### src/rtl/dss_pkg.sv
package dss_pkg;
    timeunit 1ns;
    timeprecision 1ps;

    typedef enum logic {
        MODE_SHIFT = 1'b0,
        MODE_LOAD  = 1'b1
    } mode_e;

    typedef enum logic [1:0] {
        ACT_HOLD  = 2'd0,
        ACT_SHIFT = 2'd1,
        ACT_LOAD  = 2'd2,
        ACT_FAULT = 2'd3
    } act_e;

    // Synchronized view of one external strobe line.
    typedef struct packed {
        logic fell;   // one-cycle pulse on a 1 -> 0 change
        logic level;  // synchronized level
    } line_evt_t;

    // Selected-clock decision for one system cycle.
    function automatic act_e pick_action(input mode_e m, input logic moved,
                                         input logic sh_fall, input logic ld_fall);
        act_e r;
        r = ACT_HOLD;
        if ((sh_fall || ld_fall) && moved)
            r = ACT_FAULT;
        else if (m == MODE_SHIFT && sh_fall)
            r = ACT_SHIFT;
        else if (m == MODE_LOAD && ld_fall)
            r = ACT_LOAD;
        return r;
    endfunction
endpackage

### src/rtl/dss_edge_sync.sv
module dss_edge_sync
    import dss_pkg::*;
#(
    parameter int SYNC_STAGES = 2
) (
    input  logic      clk,
    input  logic      rst,
    input  logic      line_in,
    output line_evt_t evt
);
    timeunit 1ns;
    timeprecision 1ps;

    localparam int LAST = SYNC_STAGES - 1;

    logic [LAST:0] chain;
    logic          prev_level;

    generate
        for (genvar g = 0; g < SYNC_STAGES; g++) begin : g_stage
            if (g == 0) begin : g_first
                always_ff @(posedge clk) begin
                    if (rst) chain[g] <= 1'b0;
                    else     chain[g] <= line_in;
                end
            end else begin : g_next
                always_ff @(posedge clk) begin
                    if (rst) chain[g] <= 1'b0;
                    else     chain[g] <= chain[g-1];
                end
            end
        end
    endgenerate

    always_ff @(posedge clk) begin
        if (rst) prev_level <= 1'b0;
        else     prev_level <= chain[LAST];
    end

    always_comb begin
        evt.level = chain[LAST];
        evt.fell  = prev_level & ~chain[LAST];
    end

    // a detected edge is a single-cycle pulse, never a level
    a_r4_single_pulse: assert property (@(posedge clk) disable iff (rst)
        evt.fell |=> !evt.fell);
endmodule

### src/rtl/dss_mode_guard.sv
module dss_mode_guard
    import dss_pkg::*;
#(
    parameter int SYNC_STAGES = 2
) (
    input  logic      clk,
    input  logic      rst,
    input  logic      mode_in,
    input  line_evt_t sh_evt,
    input  line_evt_t ld_evt,
    output act_e      act
);
    timeunit 1ns;
    timeprecision 1ps;

    line_evt_t mode_evt;
    mode_e     mode_now;
    logic      mode_last;
    logic      moved;

    // Same depth as the strobe paths, so mode and edge line up in time.
    dss_edge_sync #(.SYNC_STAGES(SYNC_STAGES)) u_mode_sync (
        .clk     (clk),
        .rst     (rst),
        .line_in (mode_in),
        .evt     (mode_evt)
    );

    always_ff @(posedge clk) begin
        if (rst) mode_last <= 1'b0;
        else     mode_last <= mode_evt.level;
    end

    always_comb begin
        mode_now = mode_e'(mode_evt.level);
        moved    = mode_evt.level ^ mode_last;
        act      = pick_action(mode_now, moved, sh_evt.fell, ld_evt.fell);
    end

    // a shift is only issued under shift mode, a load only under load mode
    a_r5_shift_in_shift_mode: assert property (@(posedge clk) disable iff (rst)
        (act == ACT_SHIFT) |-> (mode_evt.level == 1'b0 && sh_evt.fell));
    a_r5_load_in_load_mode: assert property (@(posedge clk) disable iff (rst)
        (act == ACT_LOAD) |-> (mode_evt.level == 1'b1 && ld_evt.fell));
endmodule

### src/rtl/dss_stage_bank.sv
module dss_stage_bank
    import dss_pkg::*;
#(
    parameter int WIDTH = 4
) (
    input  logic             clk,
    input  logic             rst,
    input  act_e             act,
    input  logic             ser_in,
    input  logic [WIDTH-1:0] par_in,
    output logic [WIDTH-1:0] q,
    output logic             fault
);
    timeunit 1ns;
    timeprecision 1ps;

    localparam int TOP = WIDTH - 1;

    always_ff @(posedge clk) begin
        if (rst) begin
            q     <= '0;
            fault <= 1'b0;
        end else begin
            fault <= (act == ACT_FAULT);
            unique case (act)
                ACT_SHIFT: q <= {q[TOP-1:0], ser_in};
                ACT_LOAD:  q <= par_in;
                default:   q <= q;
            endcase
        end
    end

    // reset empties the stages and clears the flag
    a_r1_reset_clear: assert property (@(posedge clk)
        rst |=> (q == '0 && !fault));
    // without an action the stages hold
    a_r6_hold_stable: assert property (@(posedge clk) disable iff (rst)
        (act == ACT_HOLD) |=> $stable(q));
    // a shift moves each stage up by one and takes the serial bit
    a_r2_shift_moves: assert property (@(posedge clk) disable iff (rst)
        (act == ACT_SHIFT) |=> (q == {$past(q[TOP-1:0]), $past(ser_in)}));
    // a load copies the parallel word
    a_r3_load_copies: assert property (@(posedge clk) disable iff (rst)
        (act == ACT_LOAD) |=> (q == $past(par_in)));
endmodule

### src/rtl/dual_strobe_shreg.sv
module dual_strobe_shreg
    import dss_pkg::*;
#(
    parameter int WIDTH       = 4,
    parameter int SYNC_STAGES = 2
) (
    input  logic             clk,
    input  logic             rst,
    input  logic             shift_clk_in,
    input  logic             load_clk_in,
    input  logic             mode_sel,
    input  logic             ser_in,
    input  logic [WIDTH-1:0] par_in,
    output logic [WIDTH-1:0] q_out,
    output logic             mode_err
);
    timeunit 1ns;
    timeprecision 1ps;

    line_evt_t sh_evt;
    line_evt_t ld_evt;
    act_e      act;

    dss_edge_sync #(.SYNC_STAGES(SYNC_STAGES)) u_shift_sync (
        .clk     (clk),
        .rst     (rst),
        .line_in (shift_clk_in),
        .evt     (sh_evt)
    );

    dss_edge_sync #(.SYNC_STAGES(SYNC_STAGES)) u_load_sync (
        .clk     (clk),
        .rst     (rst),
        .line_in (load_clk_in),
        .evt     (ld_evt)
    );

    dss_mode_guard #(.SYNC_STAGES(SYNC_STAGES)) u_guard (
        .clk     (clk),
        .rst     (rst),
        .mode_in (mode_sel),
        .sh_evt  (sh_evt),
        .ld_evt  (ld_evt),
        .act     (act)
    );

    dss_stage_bank #(.WIDTH(WIDTH)) u_bank (
        .clk    (clk),
        .rst    (rst),
        .act    (act),
        .ser_in (ser_in),
        .par_in (par_in),
        .q      (q_out),
        .fault  (mode_err)
    );

    // the cycle that reports a mode conflict carries no data change
    a_r7_fault_freezes: assert property (@(posedge clk) disable iff (rst)
        mode_err |-> $stable(q_out));
    // simultaneous edges never produce both effects; the flag is a pulse
    a_r9_err_pulse: assert property (@(posedge clk) disable iff (rst)
        mode_err |=> !mode_err);
endmodule

### config.mk
export PLATFORM = sky130hd
export DESIGN_NAME = dual_strobe_shreg
export DESIGN_NICKNAME = d
export VERILOG_FILES = /design/src/rtl/dss_pkg.sv /design/src/rtl/dss_edge_sync.sv /design/src/rtl/dss_mode_guard.sv /design/src/rtl/dss_stage_bank.sv /design/src/rtl/dual_strobe_shreg.sv
export SDC_FILE = /design/constraint.sdc
export NUM_CORES = 1
export LEC_CHECK = 0
export ABC_AREA = 1
export BUFFER_PORTS_ARGS = -buffer_cell sky130_fd_sc_hd__buf_2
export CAP_MARGIN = 30
export CORE_AREA = 3 3 40 42
export CTS_BUF_LIST = sky130_fd_sc_hd__clkbuf_16
export CTS_CLUSTER_DIAMETER = 150
export CTS_CLUSTER_SIZE = 20
export DETAILED_ROUTE_END_ITERATION = 10
export DIE_AREA = 0 0 43 45
export PLACE_DENSITY = 0.7
export SLEW_MARGIN = 15
export SYNTH_ARGS = -nofsm -noshare
export SYNTH_HDL_FRONTEND = slang
export SYNTH_SLANG_ARGS = --single-unit
### constraint.sdc
create_clock -name clk -period 1.25 [get_ports clk]
set_input_delay 0.125 -clock clk [delete_from_list [all_inputs] [get_ports clk]]
set_output_delay 0.125 -clock clk [all_outputs]
set_load 0.01 [all_outputs]
After elaboration in Yosys (flattened, before gate mapping)
Index checks and enable logic that the tools add are counted. W data, S select, Z words.

Flip-flop bits (word level): 14. Output and inout bits: 5. Logic and storage cells: 29.

Equality and inequality tests: 3. Mux-type cells: 4. Bitwise gates (word level): 6. Reduce and logical (&&, ||, !) cells: 5.

Operators with widths (count): $pmux W4 S2 (1); $mux W2 (3); $eq A2 B2 Y1 const B (2); $logic_and A1 B1 Y1 (3); $not A1 Y1 (3); $and A1 B1 Y1 (2); $eq A2 B1 Y1 const B (1); $reduce_bool A2 Y1 (1); $logic_or A1 B1 Y1 (1); $xor A1 B1 Y1 (1).

Depth between registers and ports, before layout
Gate-level depths: netlist (run 1).

Depth in word-level cells: 8. Depth in mapped cells: 9.

Cells and area by module
Synthesis (run 1) repeated with hierarchy kept, for this count alone.

Cells, all modules: 91. Area, all modules: 641.9 µm².

Modules (own cells, without submodules): dss_edge_sync (times used 3, cells an instance 12, area each 100.1 µm², seq. area each 60.1 µm²); dss_stage_bank (times used 1, cells an instance 41, area each 261.5 µm², seq. area each 100.1 µm²); dss_mode_guard (times used 1, cells an instance 14, area each 80.1 µm², seq. area each 20.0 µm²).

Worst setup path before layout (run 1)
OpenSTA, ideal clock, no wires.

Path type: reg2reg. Start point: register u_guard.u_mode_sync.chain[1] (netlist: u_guard.u_mode_sync.evt[0]). End point: register u_bank.q[0]. Setup time: 0.120 ns. Data arrival time: 1.162 ns. Required time: 1.130 ns. Slack: -0.032 ns. Cell stages (with the launch flop): 10. Buffers on the path: 0. Clock period less this slack: 1.282 ns. Cells stage by stage: dfxtp_1 -> inv_2 -> nand2_2 -> nand2_2 -> nand2_2 -> o21ai_1 -> ha_1 -> inv_2 -> o21ai_1 -> a21oi_1.

Cells in the longest elaborated chain, start to end: 6.

Ends and longest elaborated chain: start: declaration (line dss_edge_sync.sv:16) `logic [LAST:0] chain;`; start signal: indexed assignment (line dss_edge_sync.sv:29) `else chain[g] <= chain[g-1];`; $logic_and A1 B1 Y1 / $not A1 Y1 (equally long branches) (line dss_pkg.sv:32, dss_pkg.sv:30); $mux W2 / $logic_and A1 B1 Y1 (equally long branches) (line dss_pkg.sv:32, dss_pkg.sv:30); $mux W2 (line dss_pkg.sv:30) `else if (m == MODE_SHIFT && sh_fall)`; $mux W2 * (line dss_pkg.sv:28) `if ((sh_fall || ld_fall) && moved)`; $eq A2 B2 Y1 / $eq A2 B1 Y1 (equally long branches) (line dss_stage_bank.sv:25) `unique case (act)`; $pmux W4 S2 / $reduce_bool A2 Y1 (equally long branches); end signal: assignment (line dss_stage_bank.sv:26) `ACT_SHIFT: q <= {q[TOP-1:0], ser_in};`; end signal: assignment (line dss_stage_bank.sv:27) `ACT_LOAD: q <= par_in;`; end signal: assignment (line dss_stage_bank.sv:28) `default: q <= q;`; end: declaration (line dss_stage_bank.sv:11) `output logic [WIDTH-1:0] q,`.

Mark *: on every way between the ends. The rest lies on a longest branch, timed or not. A chain may end at the register's enable or synchronous reset.

Final worst setup path (run 1)
Start point: register u_shift_sync.chain[1] (netlist: u_shift_sync.evt[0]). End point: register u_bank.q[2].

Cells in the longest elaborated chain, start to end: 7.

Ends and longest elaborated chain: start: declaration (line dss_edge_sync.sv:16); start signal: indexed assignment (line dss_edge_sync.sv:29); $not A1 Y1 * (line dss_edge_sync.sv:42) `evt.fell = prev_level & ~chain[LAST];`; $and A1 B1 Y1 * (line dss_edge_sync.sv:42); $logic_and A1 B1 Y1 / $logic_or A1 B1 Y1 (equally long branches) (line dss_pkg.sv:30, dss_pkg.sv:28); $mux W2 / $logic_and A1 B1 Y1 (equally long branches) (line dss_pkg.sv:30, dss_pkg.sv:28); $mux W2 * (line dss_pkg.sv:28); $eq A2 B2 Y1 / $eq A2 B1 Y1 (equally long branches) (line dss_stage_bank.sv:25); $pmux W4 S2 / $reduce_bool A2 Y1 (equally long branches).

Marks and branches as above.

==> run metrics, run 1 <==
overall power 1.17 mW; failing checks negative setup slack; die width 43 µm; Final Cycle Share 105%; post-detail-place hpwl 734 µm; fill count 113; final slew viol count 0; total grt overflow 0; placed cell count 96; Reg area 284 µm²; largest net degree at the start of global routing 12; mux cell area share after synthesis 0%; fin crit period 1.31 ns; ant diodes 0; CP required 1.37 ns; slowest CP cell dfxtp_1; slew margin rel. 85.7%; status complete, but fails checks; final net count 100; Mapped Nets 76; num rows 13; layout cells sized above 1 51.1%; MaxCap Viol Count 0; Routed Antenna Nets 0; #FFs+latches synth 14; Die Height 45 µm; critical path endpoint category flip-flop; total track usage 12.4%; CTS tree yes; first-pass GRT wire length 1690 µm; Synth Area in XOR/XNOR 0%; footprint of the multi-input gates 250 µm²; endpoints failing setup 4; final hold vios 0; vias per cell 4.48; Seq/Total Area, Yosys 54.4%; vias in the first global route 406; root buffer cell clkbuf_16; CTS sink count 14; max incr delay on CP 0.30 ns; Initial Util 40.1%; Post-Route Utilization 62.1%; Cell Area, Synth 515 µm²; fmax 0.763 GHz; Setup Skew 0.00137 ns; Peak supply drop 1.14 mV; YS warnings 0; clock latency on the worst-skew pair 0.24 ns; clk slew on worst S/H paths 0.04 ns; Most common cell on crit path nand2_4; first drt pass iteration count 1; worst setup margin -0.0601 ns; crit-path cells inv_1 -> nand2_2 -> nand2_4 -> nand2_4 -> o21ai_4 -> ha_4 -> inv_4 -> o21ai_2 -> a21oi_2; worst min-delay path category input port to flip-flop; most frequent cells in the layout buf_2 (14), dfxtp_1 (11), inv_1 (9), nor2_1 (9), a21oi_1 (7); CP Data Arrival Time 1.43 ns; Wirelength per Cell 11.2 µm; die area 0.00194 mm²; Ports 15; H-Tree Depth 1; Place WS -0.111 ns; Syn Area/Cell 7.93 µm²; Core ar. 0.00128 mm²; Synth Instances 65; simple-gate area share of the yosys netlist 18.4%; Area growth syn-to-layout 54.9%; unrepaired setup endpoints after global routing true; Non-Filler Instances 103; initial antenna violation count 0; DRC viols 0; largest family of logic cells by synthesized area simple AND/OR/NAND/NOR gates; Post-Synth Adder-Cell Area 2.43%; Distinct cells, synth 12; crit path launch type flip-flop; Total Wirelength 1160 µm; Final Wtd Congestion 0.657; CTS Buf Count 3; CTS Hold Buffers Added 0; DR iter-0 viols 0; Setup CP Type flip-flop to flip-flop; Worst-Margin Slew 0.214 ns; clock buffer depth 2; Max FO, Critical Path 5; Vias 461; P_leak 0.386 nW; most common cell after layout, fill and taps aside buf_2; pwr dens 1470 mW/mm²; IO buf count 14; complex-gate fraction of the synthesized area 14.3%
[registers in the layout, indices dropped and copies added, names as in the netlist]
register and cells:
u_shift_sync.prev_level 1, u_load_sync.evt 1, u_guard.u_mode_sync.chain 1, u_shift_sync.chain 1
u_load_sync.chain 1, u_load_sync.prev_level 1, u_guard.u_mode_sync.evt 1, u_bank.q 4
u_bank.fault 1, u_guard.mode_last 1, u_shift_sync.evt 1
[area by class of cell]
| class | instances | area share, % |
|---|---|---|
| clock buffers | 3 | 9.40 |
| clock inverters | 1 | 0.470 |
| inverters | 13 | 6.43 |
| multi-input cells | 37 | 31.3 |
| flip-flops and latches | 14 | 35.6 |
| well taps | 15 | 2.35 |
| repair buffers | 20 | 14.4 |
[metal layers]
| metal | global-route usage [%] | wire [µm] |
|---|---|---|
| met2 | 21.3 | 617 |
| met3 | 4.78 | 38 |
| met5 | 0 | 0 |
| met4 | 5.42 | 10 |
| met1 | 13.7 | 489 |
[metrics by stage]
stage                     hold WS (ns)  TNS, ns  cell area [µm²]
after global placement           0.323   -0.243              624
after global routing             0.103   -0.533              798
after floorplan                  0.232  -0.0384              518
final                           0.0845   -0.218              798
after detailed placement         0.330   -0.438              624
after CTS                       0.0852   -0.411              716
[final timing paths]
path,from,to,slack (ns),cells after the start
worst min-delay path,shift_clk_in,u_shift_sync.chain[0]$_SDFF_PP0_,0.08,3
worst min register to register,u_load_sync.chain[0]$_SDFF_PP0_,u_load_sync.evt[0]$_SDFF_PP0_,0.40,2
worst max-delay path,u_shift_sync.evt[0]$_SDFF_PP0_,u_bank.q[2]$_SDFFE_PP0P_,-0.06,9
worst max register to register,u_shift_sync.evt[0]$_SDFF_PP0_,u_bank.q[2]$_SDFFE_PP0P_,-0.06,9
[power by group]
group          switching, mW  leakage, nW  internal (mW)
sequential            0.0119        0.116          0.469
clock                  0.163       0.0385          0.421
combinational         0.0586        0.232         0.0477
[cells in the mapped netlist]
library cell / instances / area (µm²)
dfxtp_1: 14 / 280
inv_1: 10 / 37.5
nor2_1: 10 / 37.5
a21oi_1: 8 / 40.0
nand2_1: 7 / 26.3
o21ai_1: 5 / 25.0
nand2_2: 4 / 25.0
inv_2: 3 / 11.3
a21oi_2: 1 / 8.76
buf_2: 1 / 5.00
ha_1: 1 / 12.5
nor2_2: 1 / 6.26
[cell families after synthesis]
logic type / count (synthesis)
buffers and inverters: 14
and+or+nand+nor: 22
AOI/OAI and AO/OA: 14
DFF: 14
adders and majority gates: 1
[critical path: cells and delay by family, from the launching register on]
| family | cells | cell delay (ns) |
|---|---|---|
| compound gates | 3 | 0.23 |
| fa+ha+maj | 1 | 0.29 |
| buf+inv | 2 | 0.10 |
| flops | 1 | 0.30 |
| simple gates | 3 | 0.27 |
[what timing repair did]
action / in CTS / in global routing
pin swaps: 1 / 7
setup endpoints to repair: 4 / 4
setup buffers: 1 / 2
resized for setup: 2 / 15
(Power assumes the default switching activity.)
==> run 2, diff against run 1 <==
--- a/config.mk
+++ b/config.mk
@@ -8,13 +8,15 @@
 export ABC_AREA = 1
 export BUFFER_PORTS_ARGS = -buffer_cell sky130_fd_sc_hd__buf_2
 export CAP_MARGIN = 30
-export CORE_AREA = 3 3 40 42
+export CELL_PAD_IN_SITES_DETAIL_PLACEMENT = 1
+export CELL_PAD_IN_SITES_GLOBAL_PLACEMENT = 1
+export CORE_MARGIN = 3
+export CORE_UTILIZATION = 30
 export CTS_BUF_LIST = sky130_fd_sc_hd__clkbuf_16
 export CTS_CLUSTER_DIAMETER = 150
 export CTS_CLUSTER_SIZE = 20
 export DETAILED_ROUTE_END_ITERATION = 10
-export DIE_AREA = 0 0 43 45
-export PLACE_DENSITY = 0.7
+export PLACE_DENSITY_LB_ADDON = 0.1
 export SLEW_MARGIN = 15
 export SYNTH_ARGS = -nofsm -noshare
 export SYNTH_HDL_FRONTEND = slang
==> run metrics, run 2 (same netlist as run 1, synthesis figures left out) <==
status complete, but fails checks; failing checks negative setup slack; final net count 100; Hold WS 0.0806 ns; worst-case reg-to-reg path depth 9; total grt overflow 0; Final Wtd Congestion 0.650; Reg area 285 µm²; critical path endpoint category flip-flop; Peak supply drop 0.971 mV; Routed Antenna Nets 0; DR iter-0 viols 3; Max FO, Critical Path 5; vias per cell 4.60; crit path launch type flip-flop; Place WS -0.127 ns; Wirelength per Cell 11.6 µm; CTS sink count 14; Worst-Margin Slew 0.227 ns; die width 47.5 µm; Post-Route Utilization 51.0%; most common cell after layout, fill and taps aside buf_2; CTS Hold Buffers Added 0; footprint of the multi-input gates 241 µm²; MaxCap Viol Count 0; fmax 0.776 GHz; CTS Buf Count 3; final hold vios 0; most frequent cells in the layout buf_2 (14), nor2_1 (10), dfxtp_1 (10); largest net degree at the start of global routing 12; worst min-delay path category input port to flip-flop; Die Height 47.5 µm; vias in the first global route 440; CP required 1.38 ns; Core ar. 0.00156 mm²; Area growth syn-to-layout 54.4%; num rows 14; layout cells sized above 1 51.1%; die area 0.00225 mm²; Most common cell on crit path nand2_2; fill count 191; slowest CP cell dfxtp_2; slew margin rel. 84.9%; clk slew on worst S/H paths 0.05 ns; Initial Util 33.1%; ant diodes 0; Setup CP Type flip-flop to flip-flop; first-pass GRT wire length 1950 µm; worst setup margin -0.0389 ns; clock buffer depth 2; DRC viols 0; final slew viol count 0; CP Data Arrival Time 1.42 ns; CTS tree yes; post-detail-place hpwl 747 µm; unrepaired setup endpoints after global routing true; initial antenna violation count 0; Final Cycle Share 103%; crit-path cells inv_2 -> nand2_2 -> nand2_2 -> nand2_4 -> o21ai_4 -> ha_4 -> inv_4 -> o21ai_1 -> a21oi_1; Setup Skew 0.000604 ns; pwr dens 1490 mW/mm²; max FFs per register 4; max incr delay on CP 0.34 ns; Most flops, register u_bank.q; clock latency on the worst-skew pair 0.24 ns; Ports 15; IO buf count 14; P_leak 0.389 nW; Hold Path Stages 3; fin crit period 1.29 ns; Total Wirelength 1210 µm; Vias 478; first drt pass iteration count 2; H-Tree Depth 1; overall power 1.19 mW; root buffer cell clkbuf_16; endpoints failing setup 4; total track usage 14.5%
==> run 2: report_power, final <==
| group | internal [mW] | switching, mW |
|---|---|---|
| clock network | 0.423 | 0.182 |
| logic | 0.0464 | 0.0554 |
| registers | 0.469 | 0.0115 |
| total | 0.938 | 0.249 |
==> run 2: final timing paths <==
| check | from | end | slack (ns) |
|---|---|---|---|
| setup reg to reg | u_guard.u_mode_sync.evt[0]$_SDFF_PP0_ | u_bank.q[1]$_SDFFE_PP0P_ | -0.04 |
| hold / removal | load_clk_in | u_load_sync.chain[0]$_SDFF_PP0_ | 0.08 |
| hold reg to reg | u_guard.u_mode_sync.chain[0]$_SDFF_PP0_ | u_guard.u_mode_sync.evt[0]$_SDFF_PP0_ | 0.39 |
| setup / recovery | u_guard.u_mode_sync.evt[0]$_SDFF_PP0_ | u_bank.q[1]$_SDFFE_PP0P_ | -0.04 |
==> run 2: worst max-delay path: cells and delay by family, from the launching register on <==
| family | cells | cell delay [ns] |
|---|---|---|
| DFF | 1 | 0.34 |
| and+or+nand+nor | 3 | 0.21 |
| buffers and inverters | 2 | 0.09 |
| adders and majority gates | 1 | 0.29 |
| AOI/OAI and AO/OA | 3 | 0.23 |
==> run 2: cell type report <==
type	instances	area share, %
clock buffer	3	9.43
clock inverter	1	0.472
inverter	13	6.45
multi-input combinational	37	30.3
sequential	14	35.8
tap	16	2.52
timing repair buffer	20	14.9
==> run 2: repair_timing <==
item / in CTS / in global routing
buffers inserted: 4 / 0
pin swaps: 6 / 7
resized for setup: 6 / 12
setup endpoints to repair: 4 / 5
==> run 2: metal layers <==
layer  GRT usage [%]  share of wire [%]  vias to the layer above
li1                -                  -                      244
met1            15.1                 41                      217
met2            19.8                 47                       13
met3            9.02                8.5                        4
met4            13.3                3.7                        0
met5               0                  0                        -
==> run 2: through the flow <==
step | TNS (ns) | instances | area [µm²]
4_1_cts | -0.600 | 105 | 742
3_5_place_dp | -0.460 | 97 | 626
5_1_grt | -0.430 | 104 | 796
6_report | -0.0935 | 104 | 796
2_1_floorplan | -0.0384 | 65 | 518
3_3_place_gp | -0.341 | 97 | 626
==> run 3, diff against run 2 <==
--- a/config.mk
+++ b/config.mk
@@ -5,13 +5,12 @@
 export SDC_FILE = /design/constraint.sdc
 export NUM_CORES = 1
 export LEC_CHECK = 0
-export ABC_AREA = 1
 export BUFFER_PORTS_ARGS = -buffer_cell sky130_fd_sc_hd__buf_2
 export CAP_MARGIN = 30
 export CELL_PAD_IN_SITES_DETAIL_PLACEMENT = 1
 export CELL_PAD_IN_SITES_GLOBAL_PLACEMENT = 1
 export CORE_MARGIN = 3
-export CORE_UTILIZATION = 30
+export CORE_UTILIZATION = 32
 export CTS_BUF_LIST = sky130_fd_sc_hd__clkbuf_16
 export CTS_CLUSTER_DIAMETER = 150
 export CTS_CLUSTER_SIZE = 20
==> run metrics, run 3 <==
Syn Area/Cell 10.8 µm²; total track usage 12.6%; Vias 384; fin crit period 1.63 ns; Flop pwr share 41.4%; failing checks negative setup slack; worst setup margin -0.381 ns; logic gate share of total power 6.4%; vias per cell 4.68; cell taking the most area after synthesis dfxtp_1; area share of the largest cell type after synthesis 55.4%; ant diodes 0; CP Data Arrival Time 1.75 ns; overall power 1.13 mW; MaxCap Viol Count 0; Die Height 45.7 µm; #FFs+latches synth 14; hold path start mode_sel; Peak supply drop 0.713 mV; Cell Area, Synth 505 µm²; CTS Hold Buffers Added 0; Top delay family on crit path multiplexers; worst-case reg-to-reg path depth 7; Area growth syn-to-layout 50.0%; Post-Route Setup TNS -1.45 ns; switching share of power 18.5%; Wirelength per Cell 12.9 µm; number of synthesized flops with an enable pin 0; H-Tree Depth 1; CP required 1.37 ns; WHS Endpoint u_guard.u_mode_sync.chain[0]$_SDFF_PP0_; Core ar. 0.00138 mm²; post-detail-place hpwl 688 µm; clock buffer depth 2; CTS tree yes; most frequent cell after synthesis dfxtp_1; main flop type after synthesis dfxtp_1; first drt pass iteration count 1; most frequent cells in the layout buf_2 (14), dfxtp_1 (11), nor2b_1 (8); async set-reset flop share out of synthesis 0%; placed cell count 77; largest net degree at the start of global routing 15; unrepaired setup endpoints after global routing true; first-pass GRT wire length 1770 µm; total grt overflow 0; DRC viols 0; slowest CP cell dfxtp_2; fmax 0.613 GHz; slew margin rel. 83.7%; Distinct cells, synth 12; Final Wtd Congestion 0.579; Routed Antenna Nets 0; Hold WS 0.0958 ns; status complete, but fails checks; layout cells sized above 1 50.7%; Initial Util 36.6%; Max FO, Critical Path 4; CTS sink count 14; FF-to-FF setup slack -0.38 ns; die width 45.7 µm; IO buf count 14; max FFs per register 4; CP Depth 7; die area 0.00209 mm²; commonest cells in the netlist dfxtp_1 (14), nor2b_1 (10), nor2_1 (6), mux2_1 (4), mux2i_1 (4); crit-path cells nor2b_4 -> o21ai_2 -> a21boi_4 -> ha_4 -> mux2_4 -> mux2i_1 -> nor2_1; Most flops, register u_bank.q; crit path launch type flip-flop; Ports 15; final net count 80; CP Buf/Inv Count 0; vias in the first global route 388; Worst-Margin Slew 0.244 ns; Total Wirelength 1060 µm; endpoints failing setup 4; Mapped Nets 58; max incr delay on CP 0.31 ns; Worst Setup SP u_load_sync.prev_level$_SDFF_PP0_; clock latency on the worst-skew pair 0.24 ns; root buffer cell clkbuf_16; pwr dens 1500 mW/mm²; initial antenna violation count 0; P_leak 0.379 nW; Setup Skew 0.00298 ns; FF-to-FF End u_bank.q[2]$_SDFFE_PP0P_; YS warnings 0; critical path endpoint category flip-flop; final hold vios 0; clk slew on worst S/H paths 0.05 ns; worst min-delay path category input port to flip-flop; num rows 13; sw power 0.210 mW; Synth Instances 47; Clk pwr share 52.3%; Place WS -0.364 ns; Setup CP Type flip-flop to flip-flop; Area contributors post-synth dfxtp_1 (55%), nor2b_1 (12%), mux2_1 (8.9%), mux2i_1 (7.9%), nor2_1 (4.5%); DR iter-0 viols 0; final slew viol count 0; Non-Filler Instances 82; Internal 0.924 mW; Hold Path Stages 2; Final Cycle Share 130%; CTS Buf Count 3; most common cell after layout, fill and taps aside buf_2; Seq/Total Area, Yosys 55.4%; beginning of the worst register-to-register path u_load_sync.prev_level$_SDFF_PP0_
-- run 3: changes by cell type after synthesis, sizes merged --
cell and change:
a21boi +1, a21oi -9, buf +1, inv -12, mux2 +4, mux2i +4, nand2 -9, nor2 -5
nor2b +10, o21ai -4, xor2 +1
-- run 3: layout make-up --
cell class,count,area [µm²]
sequential,14,284
inverter,1,3.75
clock buffer,3,75.1
timing repair buffer,19,108
fill,157,624
tap,15,18.8
multi-input combinational,30,269
-- run 3: logic make-up after synthesis --
| logic type | share of synthesized area (%) |
|---|---|
| DFF | 55.4 |
| buffers and inverters | 2.72 |
| AOI/OAI and AO/OA | 2.47 |
| adders and majority gates | 2.47 |
| xor gates and xnor gates | 1.73 |
| muxes | 16.8 |
| and+or+nand+nor | 18.3 |
-- run 3: worst max path at each step --
stage                                     to  slack [ns]
floorplan           u_bank.q[0]$_SDFFE_PP0P_       -0.23
global placement    u_bank.q[1]$_SDFFE_PP0P_       -0.32
detailed placement  u_bank.q[3]$_SDFFE_PP0P_       -0.36
CTS                 u_bank.q[2]$_SDFFE_PP0P_       -0.37
global route        u_bank.q[2]$_SDFFE_PP0P_       -0.48
finish              u_bank.q[2]$_SDFFE_PP0P_       -0.38
-- run 3: timing repair --
item	in CTS	in global routing
setup endpoints to repair	4	4
pin swaps	4	3
resized for setup	2	2
buffers inserted	1	1
cloned	0	0
-- run 3: layer usage --
layer | routed length, µm | up-vias | GRT usage, %
met5 | 0 | - | 0
met2 | 534 | 12 | 20.9
met3 | 66 | 2 | 3.56
met1 | 441 | 178 | 13.6
met4 | 17 | 0 | 8.52
li1 | - | 192 | -
-- run 3: stage by stage --
step,area (µm²),utilization (%)
3_3_place_gp,657,47.5
5_1_grt,758,54.8
2_1_floorplan,556,-
4_1_cts,748,54.1
3_5_place_dp,657,47.5
6_report,758,54.8
-- run 3: power by group through the flow --
stage	registers, mW	logic (mW)	clock network, mW
floorplan	0.476	0.0403	0
global placement	0.476	0.0673	0
detailed placement	0.476	0.0687	0
CTS	0.469	0.0717	0.600
global route	0.469	0.0797	0.639
finish	0.469	0.0723	0.592
